**src/rtl/adc_scan_pkg.sv**
```systemverilog
package adc_scan_pkg;

    localparam int NUM_IDX = 16;
    localparam int IDX_W   = $clog2(NUM_IDX);
    localparam int XFER_W  = 16;
    localparam int CMD_W   = 8;
    localparam int RES_W   = 13;
    localparam int HALF    = NUM_IDX / 2;

    localparam logic [CMD_W-1:0] STATUS_CMD = 8'h0C;

    typedef enum logic [2:0] {
        ST_IDLE   = 3'd0,
        ST_SEND   = 3'd1,
        ST_XFER   = 3'd2,
        ST_WAIT   = 3'd3,
        ST_FLUSH  = 3'd4,
        ST_FLUSHX = 3'd5,
        ST_DRAIN  = 3'd6,
        ST_DONE   = 3'd7
    } scan_state_e;

endpackage

```
**src/rtl/scan_cmd_enc.sv**
```systemverilog
module scan_cmd_enc
    import adc_scan_pkg::*;
(
    input  logic [IDX_W-1:0]  idx_i,
    input  logic              status_i,
    output logic [XFER_W-1:0] word_o
);

    localparam int CH_W = $clog2(HALF);

    logic [CH_W-1:0]  ch;
    logic [CH_W-1:0]  mux_code;
    logic [CMD_W-1:0] cmd;

    assign ch = idx_i[CH_W-1:0];

    // mux code is the input number rotated right by one bit
    generate
        for (genvar b = 0; b < CH_W; b++) begin : g_rot
            if (b == CH_W - 1) begin : g_top
                assign mux_code[b] = ch[0];
            end else begin : g_low
                assign mux_code[b] = ch[b+1];
            end
        end
    endgenerate

    always_comb begin
        if (status_i) begin
            cmd = STATUS_CMD;
        end else begin
            cmd = '0;
            cmd[CMD_W-1] = ~idx_i[IDX_W-1];
            cmd[CMD_W-2 -: CH_W] = mux_code;
        end
    end

    assign word_o = {cmd, {(XFER_W-CMD_W){1'b0}}};

endmodule

```
**src/rtl/spi_xfer_engine.sv**
```systemverilog
module spi_xfer_engine
    import adc_scan_pkg::*;
#(
    parameter int CLK_DIV = 4,
    parameter int KEEP_W  = RES_W
) (
    input  logic              clk,
    input  logic              rst_n,
    input  logic              start_i,
    input  logic [XFER_W-1:0] tx_i,
    output logic              done_o,
    output logic [KEEP_W-1:0] rx_o,
    output logic              sclk_o,
    output logic              cs_n_o,
    output logic              mosi_o,
    input  logic              miso_i
);

    localparam int DIV_W = (CLK_DIV > 1) ? $clog2(CLK_DIV) : 1;
    localparam int BIT_W = $clog2(XFER_W);

    typedef struct packed {
        logic              active;
        logic              cs_n;
        logic              sclk;
        logic              done;
        logic [DIV_W-1:0]  div;
        logic [BIT_W-1:0]  bitcnt;
        logic [XFER_W-1:0] tx;
        logic [XFER_W-1:0] rx;
    } eng_t;

    eng_t e_d, e_q;

    always_comb begin
        e_d = e_q;
        e_d.done = 1'b0;
        if (!e_q.active) begin
            if (start_i) begin
                e_d.active = 1'b1;
                e_d.cs_n   = 1'b0;
                e_d.sclk   = 1'b0;
                e_d.div    = '0;
                e_d.bitcnt = '0;
                e_d.tx     = tx_i;
                e_d.rx     = '0;
            end
        end else if (e_q.div == DIV_W'(CLK_DIV - 1)) begin
            e_d.div = '0;
            if (!e_q.sclk) begin
                e_d.sclk = 1'b1;
                e_d.rx   = {e_q.rx[XFER_W-2:0], miso_i};
            end else begin
                e_d.sclk = 1'b0;
                e_d.tx   = {e_q.tx[XFER_W-2:0], 1'b0};
                if (e_q.bitcnt == BIT_W'(XFER_W - 1)) begin
                    e_d.active = 1'b0;
                    e_d.cs_n   = 1'b1;
                    e_d.done   = 1'b1;
                end else begin
                    e_d.bitcnt = e_q.bitcnt + 1'b1;
                end
            end
        end else begin
            e_d.div = e_q.div + 1'b1;
        end
    end

    always_ff @(posedge clk or negedge rst_n) begin
        if (!rst_n) begin
            e_q      <= '0;
            e_q.cs_n <= 1'b1;
        end else begin
            e_q <= e_d;
        end
    end

    assign done_o = e_q.done;
    assign rx_o   = e_q.rx[XFER_W-1 -: KEEP_W];
    assign sclk_o = e_q.sclk;
    assign cs_n_o = e_q.cs_n;
    assign mosi_o = e_q.tx[XFER_W-1];

    AST_SCLK_IDLE_LOW: assert property (@(posedge clk) disable iff (!rst_n)
        cs_n_o |-> !sclk_o);
    AST_START_WHEN_IDLE: assert property (@(posedge clk) disable iff (!rst_n)
        start_i |-> cs_n_o);
    AST_CS_LOW_TO_DONE: assert property (@(posedge clk) disable iff (!rst_n)
        (!cs_n_o && !done_o) |=> (!cs_n_o || done_o));

endmodule

```
**src/rtl/eoc_watch.sv**
```systemverilog
module eoc_watch #(
    parameter int TIMEOUT_CYC = 10_000_000
) (
    input  logic clk,
    input  logic rst_n,
    input  logic arm_i,
    input  logic eoc_i,
    output logic seen_o,
    output logic tmo_o
);

    localparam int CNT_W = (TIMEOUT_CYC > 1) ? $clog2(TIMEOUT_CYC) : 1;

    typedef struct packed {
        logic [1:0]       sync;
        logic             last;
        logic             armed;
        logic [CNT_W-1:0] cnt;
        logic             seen;
        logic             tmo;
    } watch_t;

    watch_t w_d, w_q;
    logic   rise;

    assign rise = w_q.sync[1] & ~w_q.last;

    always_comb begin
        w_d = w_q;
        w_d.sync = {w_q.sync[0], eoc_i};
        w_d.last = w_q.sync[1];
        w_d.seen = 1'b0;
        w_d.tmo  = 1'b0;
        if (arm_i) begin
            w_d.armed = 1'b1;
            w_d.cnt   = '0;
        end else if (w_q.armed) begin
            if (rise) begin
                w_d.seen  = 1'b1;
                w_d.armed = 1'b0;
            end else if (w_q.cnt == CNT_W'(TIMEOUT_CYC - 1)) begin
                w_d.tmo   = 1'b1;
                w_d.armed = 1'b0;
            end else begin
                w_d.cnt = w_q.cnt + 1'b1;
            end
        end
    end

    always_ff @(posedge clk or negedge rst_n) begin
        if (!rst_n) begin
            w_q <= '0;
        end else begin
            w_q <= w_d;
        end
    end

    assign seen_o = w_q.seen;
    assign tmo_o  = w_q.tmo;

    AST_NO_EARLY_TMO: assert property (@(posedge clk) disable iff (!rst_n)
        arm_i |=> !tmo_o);
    AST_SEEN_TMO_EXCL: assert property (@(posedge clk) disable iff (!rst_n)
        !(seen_o && tmo_o));

endmodule

```
**src/rtl/adc_scan_seq.sv**
```systemverilog
module adc_scan_seq
    import adc_scan_pkg::*;
#(
    parameter int CLK_DIV     = 4,
    parameter int TIMEOUT_CYC = 10_000_000,
    parameter int OUT_W       = 16
) (
    input  logic                 clk,
    input  logic                 rst_n,
    input  logic                 trig_i,
    input  logic [NUM_IDX-1:0]   mask_i,
    output logic                 busy_o,
    output logic                 spi_sclk_o,
    output logic                 spi_cs_n_o,
    output logic                 spi_mosi_o,
    input  logic                 spi_miso_i,
    input  logic                 eoc_i,
    output logic                 smp_valid_o,
    output logic [IDX_W-1:0]     smp_idx_o,
    output logic [OUT_W-1:0]     smp_val_o,
    output logic                 scan_done_o,
    output logic                 timeout_err_o
);

    typedef struct packed {
        scan_state_e                 state;
        logic [NUM_IDX-1:0]          mask;
        logic [IDX_W-1:0]            cur;
        logic [IDX_W-1:0]            prev;
        logic [IDX_W-1:0]            ptr;
        logic                        have_prev;
        logic [NUM_IDX-1:0][RES_W-1:0] res;
        logic                        smp_valid;
        logic [IDX_W-1:0]            smp_idx;
        logic [OUT_W-1:0]            smp_val;
        logic                        done;
        logic                        err;
    } regs_t;

    regs_t r_d, r_q;

    logic              spi_start;
    logic              flush_sel;
    logic              eoc_arm;
    logic              spi_done;
    logic [RES_W-1:0]  spi_rx;
    logic [XFER_W-1:0] tx_word;
    logic              eoc_seen;
    logic              eoc_tmo;
    logic [IDX_W:0]    nxt;

    function automatic logic [IDX_W:0] first_from(input logic [NUM_IDX-1:0] m,
                                                  input logic [IDX_W:0]     from);
        logic [IDX_W:0] hit;
        hit = (IDX_W+1)'(NUM_IDX);
        for (int i = NUM_IDX - 1; i >= 0; i--) begin
            if (m[i] && ((IDX_W+1)'(i) >= from)) begin
                hit = (IDX_W+1)'(i);
            end
        end
        return hit;
    endfunction

    function automatic logic [OUT_W-1:0] sext(input logic [RES_W-1:0] v);
        return {{(OUT_W-RES_W){v[RES_W-1]}}, v};
    endfunction

    scan_cmd_enc u_enc (
        .idx_i    (r_q.cur),
        .status_i (flush_sel),
        .word_o   (tx_word)
    );

    spi_xfer_engine #(
        .CLK_DIV (CLK_DIV),
        .KEEP_W  (RES_W)
    ) u_spi (
        .clk     (clk),
        .rst_n   (rst_n),
        .start_i (spi_start),
        .tx_i    (tx_word),
        .done_o  (spi_done),
        .rx_o    (spi_rx),
        .sclk_o  (spi_sclk_o),
        .cs_n_o  (spi_cs_n_o),
        .mosi_o  (spi_mosi_o),
        .miso_i  (spi_miso_i)
    );

    eoc_watch #(
        .TIMEOUT_CYC (TIMEOUT_CYC)
    ) u_eoc (
        .clk    (clk),
        .rst_n  (rst_n),
        .arm_i  (eoc_arm),
        .eoc_i  (eoc_i),
        .seen_o (eoc_seen),
        .tmo_o  (eoc_tmo)
    );

    always_comb begin
        r_d = r_q;
        r_d.smp_valid = 1'b0;
        r_d.done      = 1'b0;
        r_d.err       = 1'b0;
        spi_start     = 1'b0;
        flush_sel     = 1'b0;
        eoc_arm       = 1'b0;
        nxt           = '0;
        case (r_q.state)
            ST_IDLE: begin
                if (trig_i) begin
                    if (mask_i == '0) begin
                        r_d.done = 1'b1;
                    end else begin
                        nxt           = first_from(mask_i, '0);
                        r_d.mask      = mask_i;
                        r_d.cur       = nxt[IDX_W-1:0];
                        r_d.have_prev = 1'b0;
                        r_d.state     = ST_SEND;
                    end
                end
            end
            ST_SEND: begin
                spi_start = 1'b1;
                r_d.state = ST_XFER;
            end
            ST_XFER: begin
                if (spi_done) begin
                    if (r_q.have_prev) begin
                        r_d.res[r_q.prev] = spi_rx;
                    end
                    r_d.prev      = r_q.cur;
                    r_d.have_prev = 1'b1;
                    eoc_arm       = 1'b1;
                    r_d.state     = ST_WAIT;
                end
            end
            ST_WAIT: begin
                if (eoc_tmo) begin
                    r_d.err   = 1'b1;
                    r_d.state = ST_IDLE;
                end else if (eoc_seen) begin
                    nxt = first_from(r_q.mask, {1'b0, r_q.cur} + 1'b1);
                    if (nxt[IDX_W]) begin
                        r_d.state = ST_FLUSH;
                    end else begin
                        r_d.cur   = nxt[IDX_W-1:0];
                        r_d.state = ST_SEND;
                    end
                end
            end
            ST_FLUSH: begin
                spi_start = 1'b1;
                flush_sel = 1'b1;
                r_d.state = ST_FLUSHX;
            end
            ST_FLUSHX: begin
                if (spi_done) begin
                    r_d.res[r_q.prev] = spi_rx;
                    r_d.ptr           = '0;
                    r_d.state         = ST_DRAIN;
                end
            end
            ST_DRAIN: begin
                r_d.smp_valid = r_q.mask[r_q.ptr];
                r_d.smp_idx   = r_q.ptr;
                r_d.smp_val   = sext(r_q.res[r_q.ptr]);
                if (r_q.ptr == IDX_W'(NUM_IDX - 1)) begin
                    r_d.state = ST_DONE;
                end else begin
                    r_d.ptr = r_q.ptr + 1'b1;
                end
            end
            ST_DONE: begin
                r_d.done  = 1'b1;
                r_d.state = ST_IDLE;
            end
            default: r_d.state = ST_IDLE;
        endcase
    end

    always_ff @(posedge clk or negedge rst_n) begin
        if (!rst_n) begin
            r_q <= '0;
        end else begin
            r_q <= r_d;
        end
    end

    assign busy_o        = (r_q.state != ST_IDLE);
    assign smp_valid_o   = r_q.smp_valid;
    assign smp_idx_o     = r_q.smp_idx;
    assign smp_val_o     = r_q.smp_val;
    assign scan_done_o   = r_q.done;
    assign timeout_err_o = r_q.err;

    AST_IDLE_CS_HIGH: assert property (@(posedge clk) disable iff (!rst_n)
        !busy_o |-> spi_cs_n_o);
    AST_STROBE_EXCL: assert property (@(posedge clk) disable iff (!rst_n)
        $onehot0({smp_valid_o, scan_done_o, timeout_err_o}));
    AST_SAMPLE_IN_SCAN: assert property (@(posedge clk) disable iff (!rst_n)
        smp_valid_o |-> busy_o);
    AST_SAMPLE_ENABLED: assert property (@(posedge clk) disable iff (!rst_n)
        smp_valid_o |-> r_q.mask[smp_idx_o]);
    AST_ERR_ENDS_SCAN: assert property (@(posedge clk) disable iff (!rst_n)
        timeout_err_o |-> !busy_o);
    AST_EMPTY_DONE: assert property (@(posedge clk) disable iff (!rst_n)
        (trig_i && !busy_o && (mask_i == '0)) |=> (scan_done_o && !busy_o));
    AST_TRIG_IGNORED: assert property (@(posedge clk) disable iff (!rst_n)
        (trig_i && busy_o) |=> $stable(r_q.mask));

endmodule

```
**config.mk**
```make
export PLATFORM = sky130hd
export DESIGN_NAME = adc_scan_seq
export DESIGN_NICKNAME = d
export VERILOG_FILES = /design/src/rtl/adc_scan_pkg.sv /design/src/rtl/scan_cmd_enc.sv /design/src/rtl/spi_xfer_engine.sv /design/src/rtl/eoc_watch.sv /design/src/rtl/adc_scan_seq.sv
export SDC_FILE = /design/constraint.sdc
export NUM_CORES = 1
export LEC_CHECK = 0
export ABC_CLOCK_PERIOD_IN_PS = 5300
export BUFFER_PORTS_ARGS = -buffer_cell sky130_fd_sc_hd__buf_4
export CORE_ASPECT_RATIO = 0.5
export CORE_UTILIZATION = 45
export DETAILED_ROUTE_END_ITERATION = 8
export SETUP_SLACK_MARGIN = 0.4
export SYNTH_ARGS = -nofsm -noshare
export SYNTH_HDL_FRONTEND = slang
export SYNTH_SLANG_ARGS = --single-unit
```
**constraint.sdc**
```tcl
create_clock -name clk -period 5.3 [get_ports clk]
set_input_delay 0.795 -clock clk [delete_from_list [all_inputs] [get_ports clk]]
set_output_delay 0.795 -clock clk [all_outputs]
set_load 0.1 [all_outputs]
```
==> results of run 1 <==
## power breakdown
| group | leakage (nW) | internal, W | switching [W] |
|---|---|---|---|
| registers | 4.40 | 0.00264 | 0.000365 |
| clock network | 0.528 | 0.00133 | 0.000962 |
| logic | 2.95 | 0.000516 | 0.000740 |
## critical path, stage by stage (launching register included)
cell     delay (ns)
dfrtp_1        0.69
inv_1          0.09
ha_1           0.49
or3_1          0.43
o21ai_0        0.23
a41oi_1        0.28
nor4_4         0.28
nand3_2        0.13
o22a_4         0.23
mux2_4         0.29
## per-stage QoR
stage / instance area, um2 / worst slack, ns / hold slack (ns) / util, %
floorplan: 15500 / 2.45 / 0.331 / -
global placement: 16100 / 2.22 / 0.336 / 48.2
detailed placement: 16100 / 2.10 / 0.339 / 48.2
CTS: 17200 / 2.08 / 0.299 / 51.4
global route: 17200 / 1.80 / 0.296 / 51.4
finish: 17200 / 2.02 / 0.223 / 51.4
## logic make-up (layout without fill, tap and decap cells)
logic type / count (synthesis) / in the layout / synth area share (%)
AO/OA/AOI/OAI: 137 / 137 / 5.87
XOR/XNOR: 24 / 24 / 1.36
adder cells (fa/ha/maj): 8 / 8 / 0.646
buffers and inverters: 116 / 141 / 3.64
flip-flops: 322 / 322 / 52.0
multiplexers: 319 / 319 / 28.3
AND/OR/NAND/NOR: 256 / 256 / 8.24
## worst max-delay path by stage
stage                               from  slack, ns  cells past startpoint                    to
floorplan           r_q[240]$_DFFE_PN0P_       2.45                     10  r_q[240]$_DFFE_PN0P_
global placement    r_q[240]$_DFFE_PN0P_       2.22                      9  r_q[241]$_DFFE_PN0P_
detailed placement  r_q[240]$_DFFE_PN0P_       2.10                      8  r_q[240]$_DFFE_PN0P_
CTS                 r_q[240]$_DFFE_PN0P_       2.08                      8  r_q[240]$_DFFE_PN0P_
global route        r_q[240]$_DFFE_PN0P_       1.80                      9  r_q[241]$_DFFE_PN0P_
finish              r_q[240]$_DFFE_PN0P_       2.02                      9  r_q[240]$_DFFE_PN0P_
## flip-flops by register name (all words and copies together), names as in the netlist
signal         count
r_q              240
scan_done_o        1
smp_idx_o          4
smp_val_o         13
smp_valid_o        1
timeout_err_o      1
u_eoc.seen_o       1
u_eoc.tmo_o        1
u_eoc.w_d          2
u_eoc.w_q         26
u_spi.cs_n_o       1
u_spi.done_o       1
u_spi.e_q         15
u_spi.mosi_o       1
u_spi.rx_o        13
u_spi.sclk_o       1
## per-layer routing
metal  part of all wire [%]  track usage, %  vias up  wire, um
met5                      0               0        -         0
met4                    1.4            3.97        0       496
met3                    4.0            3.55       38      1360
met2                     47            32.3      163     16100
met1                     48            29.1     5016     16400
li1                       -               -     4296         -
## cell usage in the layout (no fill, tap or decap), drive strengths merged, types with 7 or more instances in the layout
master	instances
ha	8
or3	8
inv	15
nor2b	7
xnor2	11
nand4	10
nor4	7
and3	9
xor2	13
nand2	79
clkbuf	44
a21oi	33
mux4	70
clkinv	8
nor2	68
dfrtp	321
o21ai	42
buf	70
nand2b	9
nor3	11
mux2	247
nand3	16
## Yosys cell counts, types with 13 or more instances
cell type	count
dfrtp_1	321
mux2_2	245
nand2_1	78
mux4_2	70
nor2_1	67
clkbuf_1	43
o21ai_0	38
a21oi_1	33
buf_2	25
buf_4	22
inv_1	15
nand3_1	15
xor2_1	13
## final cells by class
cell class	count	area share (%)
multi-input cells	744	40.2
flip-flops and latches	322	46.9
clock inverters	12	0.946
well taps	441	3.21
repair buffers	70	3.17
clock buffers	44	5.26
inverters	15	0.328
==> impl_metrics.json, run 1 <==
{
  "status": "complete, no violations",
  "worst-path-max-fanout": 19,
  "worst_pin_slew_ns": 1.20,
  "post-place-cells": 1592,
  "cts_setup_buffers": 0,
  "total_power_w": 0.00655,
  "synthTopCellsByArea": "dfrtp_1 52%, mux2_2 18%, mux4_2 10%",
  "fmax_mhz": 305,
  "drive_above_1_share_pct": 37.9,
  "synth_cell_types": 74,
  "diodes": 0,
  "gp_congestion": 0.893,
  "synthFlopType": "dfrtp_1",
  "yosys_warnings": 0,
  "finalSetupTns_ns": 0,
  "setup_viol": 0,
  "drt-initial-drc-count": 634,
  "clock_latency_ns": 0.59,
  "cp-start-kind": "register",
  "initial_core_util_pct": 46.3,
  "rsz0062_at_grt": "no",
  "cp.arrival_ns": 3.74,
  "seqCellArea_um2": 8060,
  "grt_max_degree": 112,
  "htree_num_levels": 1,
  "fillers": 2797,
  "yosysTopAreaCell": "dfrtp_1",
  "route.detailed.drc": 0,
  "clk_pin_slew_ns": 0.06,
  "io_pins": 48,
  "multiInputGateArea_um2": 6900,
  "netlist_instances": 1182,
  "fin_cells": 1648,
  "grt_usage_pct": 20.2,
  "num_vias": 9513,
  "nets": 1212,
  "r2r_start": "r_q[240]$_DFFE_PN0P_",
  "post_cts_resized": 0,
  "syn2layout_area_growth_pct": 10.8,
  "period_minus_slack_ns": 3.28,
  "worst_r2r_path_depth": 9,
  "maxCapViolations": 0,
  "antenna_found_initial": 0,
  "fin_skew_ns": 0.0237,
  "hold_violations": 0,
  "die_height_um": 133,
  "hold_path.class": "in -> async",
  "clock-root-buffer": "clkbuf_16",
  "grt_pass1_vias": 9824,
  "p_leak_nw": 7.87,
  "timing.rr.end": "r_q[240]$_DFFE_PN0P_",
  "grt_pass1_wl_um": 55900,
  "synth_enable_flop_cells": 0,
  "async_flop_share_pct": 100,
  "ctsLongestPathBuffers": 3,
  "endpoint_kind": "register",
  "num_rows": 47,
  "first_pass_iters": 5,
  "synth_top_area_share_pct": 51.8,
  "ctsHoldBuffers": 0,
  "dieWidth_um": 265,
  "die-area_um2": 35200,
  "drv_slew": 0,
  "grt_overflow": 0,
  "synth_seq_cells": 322,
  "postRouteWirelength_um": 34300,
  "wl_per_cell_um": 20.8,
  "criticalPathCategory": "reg -> reg",
  "final_antenna_net_count": 0,
  "hpwl_um": 21100,
  "syn_nets": 1211,
  "r2r_slack_ns": 2.02,
  "period_share_pct": 61.9,
  "cts_buffers": 30,
  "slew_headroom_pct": 19.9,
  "viasPerCell": 5.77,
  "powerDensity_nw_per_um2": 381,
  "port_buffers": 47,
  "ys_seq_area_share_pct": 52.0,
  "core-area_um2": 33500,
  "ir_drop_uv": 277,
  "syn_area_um2": 15500,
  "tritoncts": "done",
  "syn_area_per_cell_um2": 13.1,
  "cts.sinks": 322,
  "cp.required_ns": 5.76
}
Note: power is estimated with default switching activity, not from simulation.
==> run 2, diff against run 1 <==
ABC_AREA = 1   (was not set)
ABC_CLOCK_PERIOD_IN_PS = 2840   (was 5300)
clock period = 2.84 ns   (was 5.3 ns; I/O delays follow)
==> run 2 against run 1 <==
Against the previous run: synthesized cell count is 54% higher; largest power group unchanged; via count increased by 32%; non-clock buffer count rose by 24; die area down 2.8%; maximum frequency is 43% higher; critical path depth grew 6; critical endpoint unchanged; critical path type unchanged.
==> impl_metrics.json, run 2 <==
{
  "finalSetupTns_ns": 0,
  "fin_cells": 2270,
  "final_area_um2": 17100,
  "fillers": 2958,
  "setup_viol": 0,
  "grt_pass1_wl_um": 64700,
  "cp.required_ns": 3.30,
  "clock_power_share_pct": 48.1,
  "yosysTopAreaCell": "dfrtp_1",
  "fin_skew_ns": 0.00875,
  "wl_per_cell_um": 17.3,
  "synth_top_area_share_pct": 53.3,
  "syn_area_per_cell_um2": 8.30,
  "layout_common_cells": "378 x o21ai_0, 376 x nand2_1, 318 x dfrtp_1",
  "yosys_warnings": 0,
  "ctsLongestPathBuffers": 3,
  "place_ws_ns": 0.397,
  "htree_num_levels": 1,
  "worst-path-max-fanout": 9,
  "final_common_cell": "o21ai_0",
  "dpl_cell_area_um2": 15800,
  "maxCapViolations": 0,
  "rsz0062_at_grt": "yes",
  "syn_area_um2": 15100,
  "powerDensity_nw_per_um2": 545,
  "io_pins": 48,
  "multiInputGateArea_um2": 6100,
  "netlist_top_cells_count": "378 x nand2_1, 378 x o21ai_0, 321 x dfrtp_1, 193 x nor2_1, 107 x inv_1",
  "fmax_mhz": 436,
  "cts.sinks": 322,
  "antenna_found_initial": 0,
  "drv_slew": 0,
  "top_register": "r_q",
  "postRouteWirelength_um": 39300,
  "first_pass_iters": 5,
  "synth_enable_flop_cells": 0,
  "hpwl_um": 25100,
  "internal-power_w": 0.00737,
  "grt_pass1_vias": 12200,
  "cp.arrival_ns": 2.75,
  "synthFlopType": "dfrtp_1",
  "hold_path.class": "in -> reg",
  "gp_congestion": 0.904,
  "route.detailed.drc": 0,
  "largestRegisters": "r_q: 240 flops, u_eoc.w_q: 26 flops, u_spi.e_q: 15 flops",
  "syn2layout_area_growth_pct": 13.2,
  "syn_nets": 1845,
  "netlist_instances": 1816,
  "die_height_um": 131,
  "die-area_um2": 34300,
  "criticalPathCategory": "reg -> reg",
  "grt_overflow": 0,
  "final_core_util_pct": 52.8,
  "cts_buffers": 30,
  "status": "complete, no violations",
  "ir_drop_uv": 414,
  "num_rows": 46,
  "drt-initial-drc-count": 1184,
  "hold_violations": 0,
  "diodes": 0,
  "clock_latency_ns": 0.57,
  "p_leak_nw": 7.79,
  "port_buffers": 47,
  "combinationalPowerShare_pct": 2.2,
  "initial_core_util_pct": 46.7,
  "drive_above_1_share_pct": 11.4,
  "num_vias": 12500,
  "final_antenna_net_count": 0,
  "synth_cell_types": 50,
  "clock-root-buffer": "clkbuf_16",
  "nets": 1846,
  "async_flop_share_pct": 100,
  "viasPerCell": 5.52,
  "pwr-share-seq_pct": 49.7,
  "switching_share_pct": 20.7,
  "grt_usage_pct": 23.3,
  "period_share_pct": 80.9,
  "r2r_slack_ns": 0.54,
  "endpoint_kind": "register",
  "dieWidth_um": 261,
  "cp-start-kind": "register",
  "core-area_um2": 32300,
  "grt_max_degree": 105,
  "post-place-cells": 2207,
  "clk_pin_slew_ns": 0.07,
  "largest_register_ffs": 240,
  "slew_headroom_pct": 47.0,
  "fin_ws_ns": 0.544,
  "period_minus_slack_ns": 2.30,
  "power_switching_w": 0.00192,
  "ys_seq_area_share_pct": 53.5,
  "worst_pin_slew_ns": 0.796,
  "tritoncts": "done",
  "synthTopCellsByArea": "dfrtp_1 53%, o21ai_0 13%, nand2_1 9.4%",
  "synth_seq_cells": 322,
  "seqCellArea_um2": 8070
}
-- run 2: cell count changes after synthesis, sizes merged, moves of 10 or more --
cell	previous run	this run
nor2	68	200
mux4	70	0
nand3	16	58
mux2	247	0
nor3	11	27
inv	15	119
buf	58	25
clkbuf	43	100
nand2	79	386
o21ai	42	404
xnor2	11	1
o22ai	4	80
-- run 2: power by group through the flow --
| stage | clock network [W] | logic [W] | registers, W |
|---|---|---|---|
| floorplan | 0 | 0.0000526 | 0.00470 |
| global placement | 0 | 0.000200 | 0.00471 |
| detailed placement | 0 | 0.000204 | 0.00471 |
| CTS | 0.00458 | 0.000208 | 0.00462 |
| global route | 0.00476 | 0.000233 | 0.00462 |
| finish | 0.00447 | 0.000201 | 0.00462 |
-- run 2: cell type report --
class,count,area share (%)
Clock inverter,10,1.19
Inverter,122,2.73
Multi-Input combinational cell,1247,35.8
Clock buffer,43,5.22
Tap cell,432,3.17
Sequential cell,322,47.3
Timing Repair Buffer,94,4.62
-- run 2: logic make-up (layout without fill, tap and decap cells) --
| family | Yosys count | in the layout | share of synthesized area (%) |
|---|---|---|---|
| AO/OA/AOI/OAI | 542 | 542 | 19.2 |
| XOR/XNOR | 6 | 6 | 0.349 |
| adder cells (fa/ha/maj) | 8 | 8 | 0.664 |
| buffers and inverters | 247 | 269 | 6.74 |
| flip-flops | 322 | 322 | 53.5 |
| AND/OR/NAND/NOR | 691 | 691 | 19.6 |
-- run 2: critical path: stages, from the launching register on --
cell	delay [ns]
dfrtp_2	0.43
ha_4	0.18
nand2_4	0.08
nor2_4	0.16
inv_4	0.09
nand3_2	0.08
nand3b_1	0.12
a31oi_2	0.10
nor2_1	0.19
nand2_2	0.11
nor3_4	0.22
nand3_2	0.11
nand2_2	0.11
inv_2	0.07
nor2_1	0.11
a21oi_1	0.05
-- run 2: final timing paths --
check	to	depth (start not counted)	startpoint
worst max-delay path	r_q[240]$_DFFE_PN0P_	15	r_q[240]$_DFFE_PN0P_
worst min-delay path	r_q[246]$_DFFE_PN0P_	3	mask_i[2]
worst max register to register	r_q[240]$_DFFE_PN0P_	15	r_q[240]$_DFFE_PN0P_
worst min register to register	u_eoc.w_d[27]$_DFF_PN0_	0	u_eoc.w_d[29]$_DFF_PN0_
max in group asynchronous	u_spi.cs_n_o$_DFFE_PN1P_	3	rst_n
min in group asynchronous	r_q[31]$_DFFE_PN0P_	2	rst_n
-- run 2: stage by stage --
stage,power (W),hold WS (ns)
after floorplan,0.00475,0.130
after global placement,0.00491,0.348
after detailed placement,0.00491,0.341
after CTS,0.00940,0.0619
after global routing,0.00961,0.0768
final,0.00929,0.0874
-- run 2: per-layer routing --
metal	part of all wire [%]	wire [um]	up-vias	GRT usage [%]
li1	-	-	6055	-
met2	46	18100	341	37.4
met4	2.5	989	0	5.98
met5	0	0	-	0
met1	46	18300	6065	33.4
met3	5.0	1970	65	2.95
-- run 2: repair_timing --
item,CTS,global route
hold endpoints to repair,66,0
setup buffers,0,8
gates resized for setup,2,27
pin swaps,0,11
setup endpoints to repair,4,71
hold buffers,2,0
